[src/rtl/agc_pkg.sv]
package agc_pkg;
  typedef enum logic [1:0] {
    LVL_LOW  = 2'd0,
    LVL_IN   = 2'd1,
    LVL_HIGH = 2'd2
  } lvl_e;
endpackage

[src/rtl/agc_peak_meter.sv]
module agc_peak_meter #(
  parameter int SMP_W = 6,
  parameter int WIN   = 16
) (
  input  logic                    clk_i,
  input  logic                    rst_ni,
  input  logic                    clr_i,
  input  logic                    vld_i,
  input  logic signed [SMP_W-1:0] i_i,
  input  logic signed [SMP_W-1:0] q_i,
  output logic                    win_vld_o,
  output logic [SMP_W-1:0]        win_peak_o
);
  localparam int CNT_W = (WIN > 1) ? $clog2(WIN) : 1;
  localparam logic [CNT_W-1:0] CNT_LAST = CNT_W'(WIN - 1);

  logic signed [SMP_W-1:0] smp [2];
  logic [SMP_W-1:0]        mag [2];
  logic [SMP_W-1:0]        peak_q, smp_pk, nxt_pk;
  logic [CNT_W-1:0]        cnt_q;

  assign smp[0] = i_i;
  assign smp[1] = q_i;

  // unsigned magnitude; most negative input maps to 2**(SMP_W-1)
  for (genvar ch = 0; ch < 2; ch++) begin : g_mag
    assign mag[ch] = smp[ch][SMP_W-1] ? SMP_W'(-smp[ch]) : SMP_W'(smp[ch]);
  end

  assign smp_pk = (mag[0] > mag[1]) ? mag[0] : mag[1];
  assign nxt_pk = (smp_pk > peak_q) ? smp_pk : peak_q;

  always_ff @(posedge clk_i or negedge rst_ni) begin
    if (!rst_ni) begin
      cnt_q      <= '0;
      peak_q     <= '0;
      win_vld_o  <= 1'b0;
      win_peak_o <= '0;
    end else begin
      win_vld_o <= 1'b0;
      if (clr_i) begin
        cnt_q  <= '0;
        peak_q <= '0;
      end else if (vld_i) begin
        if (cnt_q == CNT_LAST) begin
          cnt_q      <= '0;
          peak_q     <= '0;
          win_vld_o  <= 1'b1;
          win_peak_o <= nxt_pk;
        end else begin
          cnt_q  <= cnt_q + 1'b1;
          peak_q <= nxt_pk;
        end
      end
    end
  end
endmodule

[src/rtl/agc_gain_loop.sv]
module agc_gain_loop
  import agc_pkg::*;
#(
  parameter int SMP_W     = 6,
  parameter int CODE_W    = 7,
  parameter int STEP_DN   = 2,
  parameter int STEP_UP   = 1,
  parameter int PAD_COMP  = 30,
  parameter int LOCK_WINS = 2
) (
  input  logic              clk_i,
  input  logic              rst_ni,
  input  logic              pkt_start_i,
  input  logic              pkt_end_i,
  input  logic              win_vld_i,
  input  logic [SMP_W-1:0]  win_peak_i,
  input  logic [SMP_W-1:0]  thr_hi_i,
  input  logic [SMP_W-1:0]  thr_lo_i,
  input  logic              pad_req_i,
  output logic [CODE_W-1:0] code_o,
  output logic              pad_o,
  output logic              lock_o,
  output logic              restart_o
);
  localparam int EW    = CODE_W + 1;
  localparam int LCW   = $clog2(LOCK_WINS + 1);
  localparam logic [EW-1:0]  MAX_E    = EW'((1 << CODE_W) - 1);
  localparam logic [EW-1:0]  UP_E     = EW'(STEP_UP);
  localparam logic [EW-1:0]  DN_E     = EW'(STEP_DN);
  localparam logic [EW-1:0]  PAD_E    = EW'(PAD_COMP);
  localparam logic [LCW-1:0] LOCK_CNT = LCW'(LOCK_WINS - 1);

  logic            active_q;
  logic [LCW-1:0]  inband_q;
  logic [EW-1:0]   code_e, up_sum, pad_sum;
  logic [CODE_W-1:0] code_up, code_dn, code_pad;
  logic            loop_en, pad_step;
  lvl_e            lvl;

  assign code_e   = {1'b0, code_o};
  assign up_sum   = code_e + UP_E;
  assign pad_sum  = code_e + PAD_E;
  assign code_up  = (up_sum  > MAX_E) ? MAX_E[CODE_W-1:0] : up_sum[CODE_W-1:0];
  assign code_pad = (pad_sum > MAX_E) ? MAX_E[CODE_W-1:0] : pad_sum[CODE_W-1:0];
  assign code_dn  = (code_e < DN_E) ? '0 : code_o - DN_E[CODE_W-1:0];

  always_comb begin
    if (win_peak_i > thr_hi_i)      lvl = LVL_HIGH;
    else if (win_peak_i < thr_lo_i) lvl = LVL_LOW;
    else                            lvl = LVL_IN;
  end

  assign loop_en   = active_q && !lock_o && !pkt_start_i && !pkt_end_i;
  assign pad_step  = loop_en && pad_req_i && !pad_o;
  assign restart_o = pkt_start_i || pkt_end_i || pad_step || !active_q;

  always_ff @(posedge clk_i or negedge rst_ni) begin
    if (!rst_ni) begin
      active_q <= 1'b0;
      inband_q <= '0;
      code_o   <= MAX_E[CODE_W-1:0];
      pad_o    <= 1'b0;
      lock_o   <= 1'b0;
    end else if (pkt_end_i) begin
      active_q <= 1'b0;
      inband_q <= '0;
      code_o   <= MAX_E[CODE_W-1:0];
      pad_o    <= 1'b0;
      lock_o   <= 1'b0;
    end else if (pkt_start_i) begin
      active_q <= 1'b1;
      inband_q <= '0;
      lock_o   <= 1'b0;
    end else if (pad_step) begin
      pad_o    <= 1'b1;
      code_o   <= code_pad;
      inband_q <= '0;
    end else if (loop_en && win_vld_i) begin
      unique case (lvl)
        LVL_HIGH: begin
          code_o   <= code_dn;
          inband_q <= '0;
        end
        LVL_LOW: begin
          code_o   <= code_up;
          inband_q <= '0;
        end
        default: begin
          if (inband_q == LOCK_CNT) lock_o <= 1'b1;
          else                      inband_q <= inband_q + 1'b1;
        end
      endcase
    end
  end
endmodule

[src/rtl/agc_rssi.sv]
module agc_rssi #(
  parameter int CODE_W   = 7,
  parameter int PAD_COMP = 30
) (
  input  logic [CODE_W-1:0] code_i,
  input  logic              pad_i,
  output logic [CODE_W:0]   rssi_o
);
  localparam int EW = CODE_W + 1;
  localparam logic [EW-1:0] MAX_E = EW'((1 << CODE_W) - 1);
  localparam logic [EW-1:0] PAD_E = EW'(PAD_COMP);

  // gain removed from the chain; the pad term offsets its IF boost
  assign rssi_o = (MAX_E - {1'b0, code_i}) + (pad_i ? PAD_E : '0);
endmodule

[src/rtl/rx_agc_ctrl.sv]
module rx_agc_ctrl #(
  parameter int SMP_W     = 6,
  parameter int CODE_W    = 7,
  parameter int WIN       = 16,
  parameter int STEP_DN   = 2,
  parameter int STEP_UP   = 1,
  parameter int PAD_COMP  = 30,
  parameter int LOCK_WINS = 2
) (
  input  logic                    clk_i,
  input  logic                    rst_ni,
  input  logic                    pkt_start_i,
  input  logic                    pkt_end_i,
  input  logic                    smp_vld_i,
  input  logic signed [SMP_W-1:0] smp_i_i,
  input  logic signed [SMP_W-1:0] smp_q_i,
  input  logic [SMP_W-1:0]        thr_hi_i,
  input  logic [SMP_W-1:0]        thr_lo_i,
  input  logic                    if_sat_i,
  output logic [CODE_W-1:0]       if_code_o,
  output logic                    rf_pad_o,
  output logic                    lock_o,
  output logic [CODE_W:0]         rssi_o
);
  logic             restart;
  logic             win_vld;
  logic [SMP_W-1:0] win_peak;

  agc_peak_meter #(.SMP_W(SMP_W), .WIN(WIN)) i_meter (
    .clk_i      (clk_i),
    .rst_ni     (rst_ni),
    .clr_i      (restart),
    .vld_i      (smp_vld_i),
    .i_i        (smp_i_i),
    .q_i        (smp_q_i),
    .win_vld_o  (win_vld),
    .win_peak_o (win_peak)
  );

  agc_gain_loop #(
    .SMP_W(SMP_W), .CODE_W(CODE_W), .STEP_DN(STEP_DN), .STEP_UP(STEP_UP),
    .PAD_COMP(PAD_COMP), .LOCK_WINS(LOCK_WINS)
  ) i_loop (
    .clk_i       (clk_i),
    .rst_ni      (rst_ni),
    .pkt_start_i (pkt_start_i),
    .pkt_end_i   (pkt_end_i),
    .win_vld_i   (win_vld),
    .win_peak_i  (win_peak),
    .thr_hi_i    (thr_hi_i),
    .thr_lo_i    (thr_lo_i),
    .pad_req_i   (if_sat_i),
    .code_o      (if_code_o),
    .pad_o       (rf_pad_o),
    .lock_o      (lock_o),
    .restart_o   (restart)
  );

  agc_rssi #(.CODE_W(CODE_W), .PAD_COMP(PAD_COMP)) i_rssi (
    .code_i (if_code_o),
    .pad_i  (rf_pad_o),
    .rssi_o (rssi_o)
  );
endmodule

[config.mk]
export PLATFORM = sky130hd
export DESIGN_NAME = rx_agc_ctrl
export DESIGN_NICKNAME = d
export VERILOG_FILES = /design/src/rtl/agc_pkg.sv /design/src/rtl/agc_peak_meter.sv /design/src/rtl/agc_gain_loop.sv /design/src/rtl/agc_rssi.sv /design/src/rtl/rx_agc_ctrl.sv
export SDC_FILE = /design/constraint.sdc
export NUM_CORES = 1
export LEC_CHECK = 0
export BUFFER_PORTS_ARGS = -buffer_cell sky130_fd_sc_hd__buf_2
export CORE_ASPECT_RATIO = 1.4
export CORE_MARGIN = 8
export CORE_UTILIZATION = 58
export CTS_CLUSTER_DIAMETER = 80
export CTS_CLUSTER_SIZE = 30
export DETAILED_ROUTE_END_ITERATION = 6
export GPL_ROUTABILITY_DRIVEN = 0
export PLACE_DENSITY = 0.81
export RECOVER_POWER = 100
export SKIP_LAST_GASP = 1
export SYNTH_ARGS = -nofsm -noshare
export SYNTH_HDL_FRONTEND = slang
export SYNTH_SLANG_ARGS = --single-unit
[constraint.sdc]
create_clock -name clk_i -period 2.7 [get_ports clk_i]
set_input_delay 0.405 -clock clk_i [delete_from_list [all_inputs] [get_ports clk_i]]
set_output_delay 0.405 -clock clk_i [all_outputs]
set_load 0.1 [all_outputs]
==> results of run 1 <==
==> registers in the layout, indices dropped and copies added, names as in the netlist <==
register,count
i_loop.pad_o,1
i_loop.active_q,1
i_meter.cnt_q,4
i_loop.inband_q,2
i_loop.code_o,7
i_meter.win_vld_o,1
i_loop.lock_o,1
i_meter.peak_q,6
i_meter.win_peak_o,6
==> routing by layer <==
layer	global-route usage [%]	up-vias	wire length (um)
met3	6.34	82	673
li1	-	1487	-
met4	19.8	0	889
met2	50.3	185	6010
met5	0	-	0
met1	21.5	1575	3680
==> timing repair <==
item	4_1_cts	5_1_grt
resized for setup	34	27
pin swaps	21	23
setup endpoints to repair	15	15
setup buffers	12	6
hold buffers	0	0
==> tightest hold or removal path: stages <==
cell    delay, ps
buf_2         120
nor2_1         40
nor2_1         80
==> through the flow <==
stage	setup slack, ps	instances	cell area (um^2)
floorplan	-966	353	3220
global placement	-1260	494	3810
detailed placement	-1340	494	3810
CTS	-973	514	4150
global route	-1680	519	4300
finish	-1540	519	4300
==> cells in the mapped netlist (3+ instances only) <==
master	instances
dfrtp_1	22
ha_1	34
a21oi_1	30
nand3_1	19
or3_1	4
nor3_1	8
o21a_1	3
and2_1	5
nor2_1	22
mux2i_1	6
o21ai_0	13
clkbuf_1	6
nand4_1	4
o211ai_1	3
nand2b_1	6
xor2_1	6
and3_1	8
a21o_1	9
nand2_1	20
inv_1	34
xnor2_1	9
dfstp_2	7
o21ai_1	9
==> area by class of cell <==
class                           instances  area, um^2
Inverter                               36         145
Timing Repair Buffer                  101         729
Clock buffer                            7        86.3
Tap cell                               66        82.6
Fill cell                             274         739
Clock inverter                          1        30.0
Multi-Input combinational cell        279        2480
Sequential cell                        29         751
==> cells by family (layout without fill, tap and decap cells) <==
kind of cell | Yosys count | count (layout) | synth area share, %
AO/OA/AOI/OAI | 105 | 105 | 24.9
XOR/XNOR | 15 | 15 | 4.42
adder cells (fa/ha/maj) | 35 | 35 | 15.0
buffers and inverters | 45 | 145 | 6.02
flip-flops | 29 | 29 | 24.7
multiplexers | 6 | 6 | 2.02
AND/OR/NAND/NOR | 118 | 118 | 23.0
==> path summary, 6_finish.rpt <==
check,cells past startpoint,end,start
min in group asynchronous,1,i_meter.win_peak_o[3]$_DFFE_PN0P_,rst_ni
max in group asynchronous,1,i_loop.pad_o$_DFFE_PN0P_,rst_ni
worst max register to register,7,i_loop.code_o[1]$_DFFE_PN1P_,i_meter.win_peak_o[2]$_DFFE_PN0P_
worst max-delay path,18,i_meter.peak_q[3]$_DFFE_PN0P_,smp_i_i[1]
worst min register to register,2,i_loop.inband_q[1]$_DFFE_PN0P_,i_loop.inband_q[1]$_DFFE_PN0P_
worst min-delay path,3,i_loop.active_q$_DFFE_PN0N_,pkt_start_i
==> power by group through the flow <==
stage	Combinational, W	Sequential, W	Clock, W
after CTS	0.00121	0.000520	0.000470
after global placement	0.00105	0.000529	0
final	0.00139	0.000523	0.000473
after detailed placement	0.00108	0.000531	0
after global routing	0.00146	0.000527	0.000492
after floorplan	0.000703	0.000620	0
==> flow_summary_export.csv, run 1 <==
group,metric,value,unit
outcome,outcome,"complete, but fails checks",
outcome,violations,"capacitance limit, slew limit, setup timing",
place,port_buffers,46,
sta,tightest_slew,1620,ps
drt,vias,3329,
sta,slew_headroom,-8.04,%
synth,ys_dominant_reg_cell,"dfrtp_1",
cells_and_area,nNetsFinal,517,
cells_and_area,antenna_cells,0,
setup_path,reg2reg_slack,330,ps
synth,ys_ff_latch,29,
grt,grt_usage,25.7,%
drt,post_drt_wl_per_cell,21.7,um
setup_path,critPathCaptureType,"register",
synth,synth_area_leader_cell,"dfrtp_1",
die,core-area,0.00504,mm^2
grt,grt_first_pass_wirelength,16.0,mm
sta,final_max_slew_viol_count,30,
power_and_ir_drop,seq_power_share,21.9,%
power_and_ir_drop,powerDensity,555,mW/mm^2
synth,seq_area_frac_synth,24.7,%
flow_run,drv_cap,1,
clock_network,root_buffer,"clkbuf_8",
die,chipWidth,76.5,um
setup_path,crit_chain,"buf_6 > or3_4 > nand2_4 > xnor2_2 > ha_1 > a21o_1 > a21o_1 > a221o_1 > and3_4 > or2_4 > ha_4 > nand4_1 > a21oi_2 > a211oi_4 > buf_12 > nor3_4 > nand3_1 > a21oi_1",
cells_and_area,syn_to_final_growth,44.7,%
die,io_pins,47,
setup_path,critPathMaxFanout,6,
power_and_ir_drop,fin_total_pwr,0.00239,W
place,dp_hpwl,6.63,mm
grt,grt_pass1_vias,3491,
setup_path,critPathKind,"input port to register",
setup_path,arrival,4440,ps
setup_path,critPathMaxStageDelay,410,ps
clock_network,cts_tree,"done",
synth,synthDistinctLibCells,76,
synth,synth_top_area_share,18.5,%
setup_path,slowest_stage,"or3_4",
drt,drc,0,
power_and_ir_drop,p_sw_share,43.9,%
setup_path,crit_family,"simple AND/OR/NAND/NOR gates",
die,die-area,0.00771,mm^2
cells_and_area,drive_gt1_share,45.9,%
clock_network,path_clk_slew,60,ps
synth,synth_area_leaders,"dfrtp_1 19%, ha_1 14%, dfstp_2 6.2%",
grt,antenna_found_initial,0,
sta,min_period,4240,ps
sta,fin_ws,-1540,ps
die,die_h,101,um
cells_and_area,most-common-layout-cells,"52 x buf_4, 39 x buf_2, 28 x inv_1, 25 x ha_1, 21 x dfrtp_1",
drt,vias_per_cell,6.41,
clock_network,numCtsBuffers,5,
setup_path,worst_ep_required_time,2900,ps
cells_and_area,layout_commonest_cell,"buf_4",
cells_and_area,postLayoutCoreUtil,85.3,%
synth,avgSynthCellArea,8.43,um^2
synth,async_flop_share,100,%
power_and_ir_drop,netSwitchingPower,0.00105,W
min_path,holdCritPathClass,"input port to register",
grt,gr-total-overflow,0,
power_and_ir_drop,pwr-share-clk,19.8,%
clock_network,cts_max_path_buffers,2,
power_and_ir_drop,leakagePower,2.00,nW
sta,fmax,0.236,GHz
setup_path,crit_top_cell,"a21o_1",
sta,rsz0062_at_grt,"true",
power_and_ir_drop,p_comb_share,58.3,%
power_and_ir_drop,p_int,0.00134,W
sta,hold_viol_final,0,
die,start_util,59.0,%
setup_path,startpoint_type,"input port",
sta,timing.hold.ws,405,ps
drt,detail-route-antenna-nets,0,
synth,ys_warn_count,0,
die,num_rows,31,
drt,drt-total-wl,11.3,mm
sta,setup_violations,12,
synth,synth_edf_count,0,
synth,syn_area,0.00297,mm^2
sta,clock_skew,10.7,ps
clock_network,h-tree-depth,2,
drt,drt_iter0_drc,255,
drt,dr.pass1.iters,5,
sta,finalSetupTns,-16150,ps
clock_network,clk-insertion-delay-late,290,ps
grt,grt_start_max_net_pins,30,
synth,synth_nets,418,
synth,netlist_instances,353,
sta,finalCritPeriodShare,157,%
power_and_ir_drop,irDropWorstVdd,434,uV
clock_network,cts.sinks,29,
setup_path,critPathBufInv,2,
Power figures use the tool's default switching activity.
==> run 2: changes to the inputs <==
--- a/config.mk
+++ b/config.mk
@@ -13,9 +13,10 @@
 export CTS_CLUSTER_SIZE = 30
 export DETAILED_ROUTE_END_ITERATION = 6
 export GPL_ROUTABILITY_DRIVEN = 0
-export PLACE_DENSITY = 0.81
+export PLACE_DENSITY = 0.82
 export RECOVER_POWER = 100
 export SKIP_LAST_GASP = 1
 export SYNTH_ARGS = -nofsm -noshare
 export SYNTH_HDL_FRONTEND = slang
+export SYNTH_HIERARCHICAL = 1
 export SYNTH_SLANG_ARGS = --single-unit
==> flow_summary_export.csv, run 2 <==
group,metric,value,unit
outcome,outcome,"complete, but fails checks",
outcome,violations,"capacitance limit, slew limit, setup timing",
synth,synth_common_cells,"41 x inv_1, 34 x ha_1, 26 x nor2_1",
min_path,holdCritPathClass,"input port to register",
synth,ys_ff_latch,29,
synth,avgSynthCellArea,8.83,um^2
cells_and_area,antenna_cells,0,
synth,synthDistinctLibCells,73,
drt,vias_per_cell,6.28,
place,dp_hpwl,6.31,mm
sta,clock_skew,6.84,ps
grt,grt_first_pass_wirelength,13.7,mm
cells_and_area,drive_gt1_share,36.8,%
setup_path,critPathCaptureType,"register",
die,die_h,100,um
synth,synthMuxAreaShare,5.08,%
setup_path,worst_ep_required_time,2870,ps
synth,ys_warn_count,6,
cells_and_area,syn_to_final_growth,38.1,%
clock_network,root_buffer,"clkbuf_8",
clock_network,path_clk_slew,70,ps
drt,drt-total-wl,9.19,mm
sta,min_period,3890,ps
synth,seq_area_frac_synth,25.0,%
setup_path,reg2reg_slack,-40,ps
grt,antenna_found_initial,0,
clock_network,cts_max_path_buffers,2,
setup_path,crit_chain,"buf_6 > or3_4 > or4b_4 > inv_2 > ha_4 > and4_4 > and3_4 > a31oi_4 > mux2i_2 > ha_1 > nand4_1 > a21oi_2 > buf_4 > o32ai_4 > nor2_4 > a221o_2",
synth,synth_compound_area_share,23.3,%
setup_path,critPathKind,"input port to register",
synth,synth_top_area_share,18.8,%
setup_path,r2r-end,"i_loop/code_o[1]$_DFFE_PN1P_",
sta,fmax,0.257,GHz
drt,drc,0,
cells_and_area,largest_register_ffs,7,
synth,synth_nets,397,
place,port_buffers,46,
sta,hold_viol_final,0,
cells_and_area,reg_top3,"i_loop/code_o (7), i_meter/peak_q (6), i_meter/win_peak_o (6)",
clock_network,hold_buffers,0,
synth,ys_dominant_reg_cell,"dfrtp_1",
setup_path,startpoint_type,"input port",
setup_path,slowest_stage,"or4b_4",
clock_network,numCtsBuffers,5,
drt,vias,3085,
cells_and_area,layout_commonest_cell,"buf_4",
setup_path,arrival,4050,ps
setup_path,ff2ff_path_depth,8,
grt,grt_start_max_net_pins,30,
drt,detail-route-antenna-nets,0,
synth,synthAdderAreaFrac,15.2,%
synth,syn_area,0.00293,mm^2
cells_and_area,nNetsFinal,491,
sta,final_max_slew_viol_count,30,
sta,finalSetupTns,-13740,ps
synth,synthSimpleGateAreaFrac,19.9,%
synth,synthXorXnorAreaFrac,4.48,%
cells_and_area,top_register,"i_loop/code_o",
grt,gr-total-overflow,0,
cells_and_area,postLayoutCoreUtil,83.0,%
sta,slew_headroom,-3.43,%
drt,dr.pass1.iters,5,
synth,synth_edf_count,0,
drt,post_drt_wl_per_cell,18.7,um
clock_network,cts_tree,"done",
cells_and_area,fillCellCount,287,
sta,setup_violations,14,
die,chipWidth,76.1,um
synth,synth_area_leader_cell,"dfrtp_1",
die,die-area,0.00762,mm^2
clock_network,clk-insertion-delay-late,290,ps
synth,netlist_instances,332,
grt,grt_usage,21.8,%
synth,async_flop_share,100,%
setup_path,critPathMaxFanout,5,
die,core-area,0.00488,mm^2
synth,yosysMostFrequentCell,"inv_1",
sta,rsz0062_at_grt,"true",
cells_and_area,most-common-layout-cells,"41 x buf_4, 36 x inv_1, 27 x buf_2, 25 x ha_1, 23 x nor2_1",
power_and_ir_drop,leakagePower,1.90,nW
power_and_ir_drop,powerDensity,440,mW/mm^2
sta,fin_ws,-1190,ps
cells_and_area,register_area,747,um^2
clock_network,h-tree-depth,2,
synth,synth_top_family_by_area,"compound AO/OA/AOI/OAI gates",
sta,finalCritPeriodShare,144,%
die,start_util,60.1,%
die,io_pins,47,
synth,synth_area_leaders,"dfrtp_1 19%, ha_1 15%, dfstp_2 6.3%",
flow_run,drv_cap,1,
clock_network,cts.sinks,29,
die,num_rows,30,
grt,grt_pass1_vias,3055,
setup_path,critPathMaxStageDelay,500,ps
setup_path,r2r-start,"i_loop/code_o[1]$_DFFE_PN1P_",
drt,drt_iter0_drc,206,
setup_path,worstSetupEndpoint,"i_meter/win_peak_o[5]$_DFFE_PN0P_",
setup_path,startpoint,"smp_i_i[0]",
sta,tightest_slew,1550,ps
power_and_ir_drop,irDropWorstVdd,302,uV
cells_and_area,multi_input_area,0.00233,mm^2
==> run 2: cell types whose count changed after synthesis, sizes merged, moves of 4 or more <==
cell | previous run | this run
a21oi | 32 | 20
inv | 35 | 41
o21ai | 23 | 8
nand3 | 20 | 12
and3 | 8 | 1
a22o | 0 | 5
clkbuf | 6 | 2
nor2 | 23 | 28
a221o | 1 | 7
a31oi | 2 | 6
a21o | 9 | 5
mux2i | 6 | 10
mux2 | 0 | 4
==> run 2: worst min path at each step <==
| stage | start | to | depth (start not counted) |
|---|---|---|---|
| after floorplan | rst_ni | i_loop/active_q$_DFFE_PN0N_ | 0 |
| after global placement | rst_ni | i_meter/win_peak_o[0]$_DFFE_PN0P_ | 1 |
| after detailed placement | rst_ni | i_meter/win_peak_o[0]$_DFFE_PN0P_ | 1 |
| after CTS | rst_ni | i_meter/peak_q[3]$_DFFE_PN0P_ | 1 |
| after global routing | pkt_end_i | i_loop/active_q$_DFFE_PN0N_ | 2 |
| final | pkt_end_i | i_loop/pad_o$_DFFE_PN0P_ | 2 |
==> run 2: final cells by class <==
class	count	share of cell area (%)
multi-input combinational	256	57.5
clock inverter	1	0.742
tap	64	1.98
sequential	29	18.4
clock buffer	7	2.13
inverter	41	3.86
timing repair buffer	93	15.3
==> run 2: kinds of logic (layout without fill, tap and decap cells) <==
family	after synthesis	in the layout
compound gates	87	87
xor+xnor	15	15
fa+ha+maj	35	35
buf+inv	47	142
flops	29	29
mux	14	14
simple gates	105	105
==> run 2: metrics by stage <==
step | setup WS, ps | cells | total power, W | cell area (um^2) | hold slack [ps]
after floorplan | -1130 | 332 | 0.000911 | 3080 | 109
after global placement | -1240 | 470 | 0.00110 | 3640 | 445
after detailed placement | -1360 | 470 | 0.00112 | 3640 | 457
after CTS | -999 | 483 | 0.00168 | 3890 | 153
after global routing | -1290 | 491 | 0.00185 | 4050 | 366
final | -1190 | 491 | 0.00178 | 4050 | 346
==> run 2: repair_timing <==
action	CTS	global route
pin swaps	17	17
gates resized for setup	18	27
buffers inserted	5	8
setup endpoints to repair	15	16
==> run 2: power by group <==
part	leakage (nW)	internal (W)	switching [W]	total, W
clock network	0.0585	0.000301	0.000173	0.000473
registers	0.377	0.000451	0.0000274	0.000478
logic	1.47	0.000364	0.000466	0.000830
total	1.90	0.00112	0.000666	0.00178
==> run 2: routing by layer <==
metal,GRT usage (%),share of wire (%),vias up
li1,-,-,1413
met1,19.3,34,1500
met2,44.5,57,133
met3,2.95,4.3,39
met4,13.2,5.1,0
met5,0,0,-
==> run 2: worst max-delay path: cells and delay by family <==
kind            cells  cell delay (ps)
buf+inv             3              330
fa+ha+maj           2              510
simple gates        6             1460
mux                 1              310
compound gates      4             1040
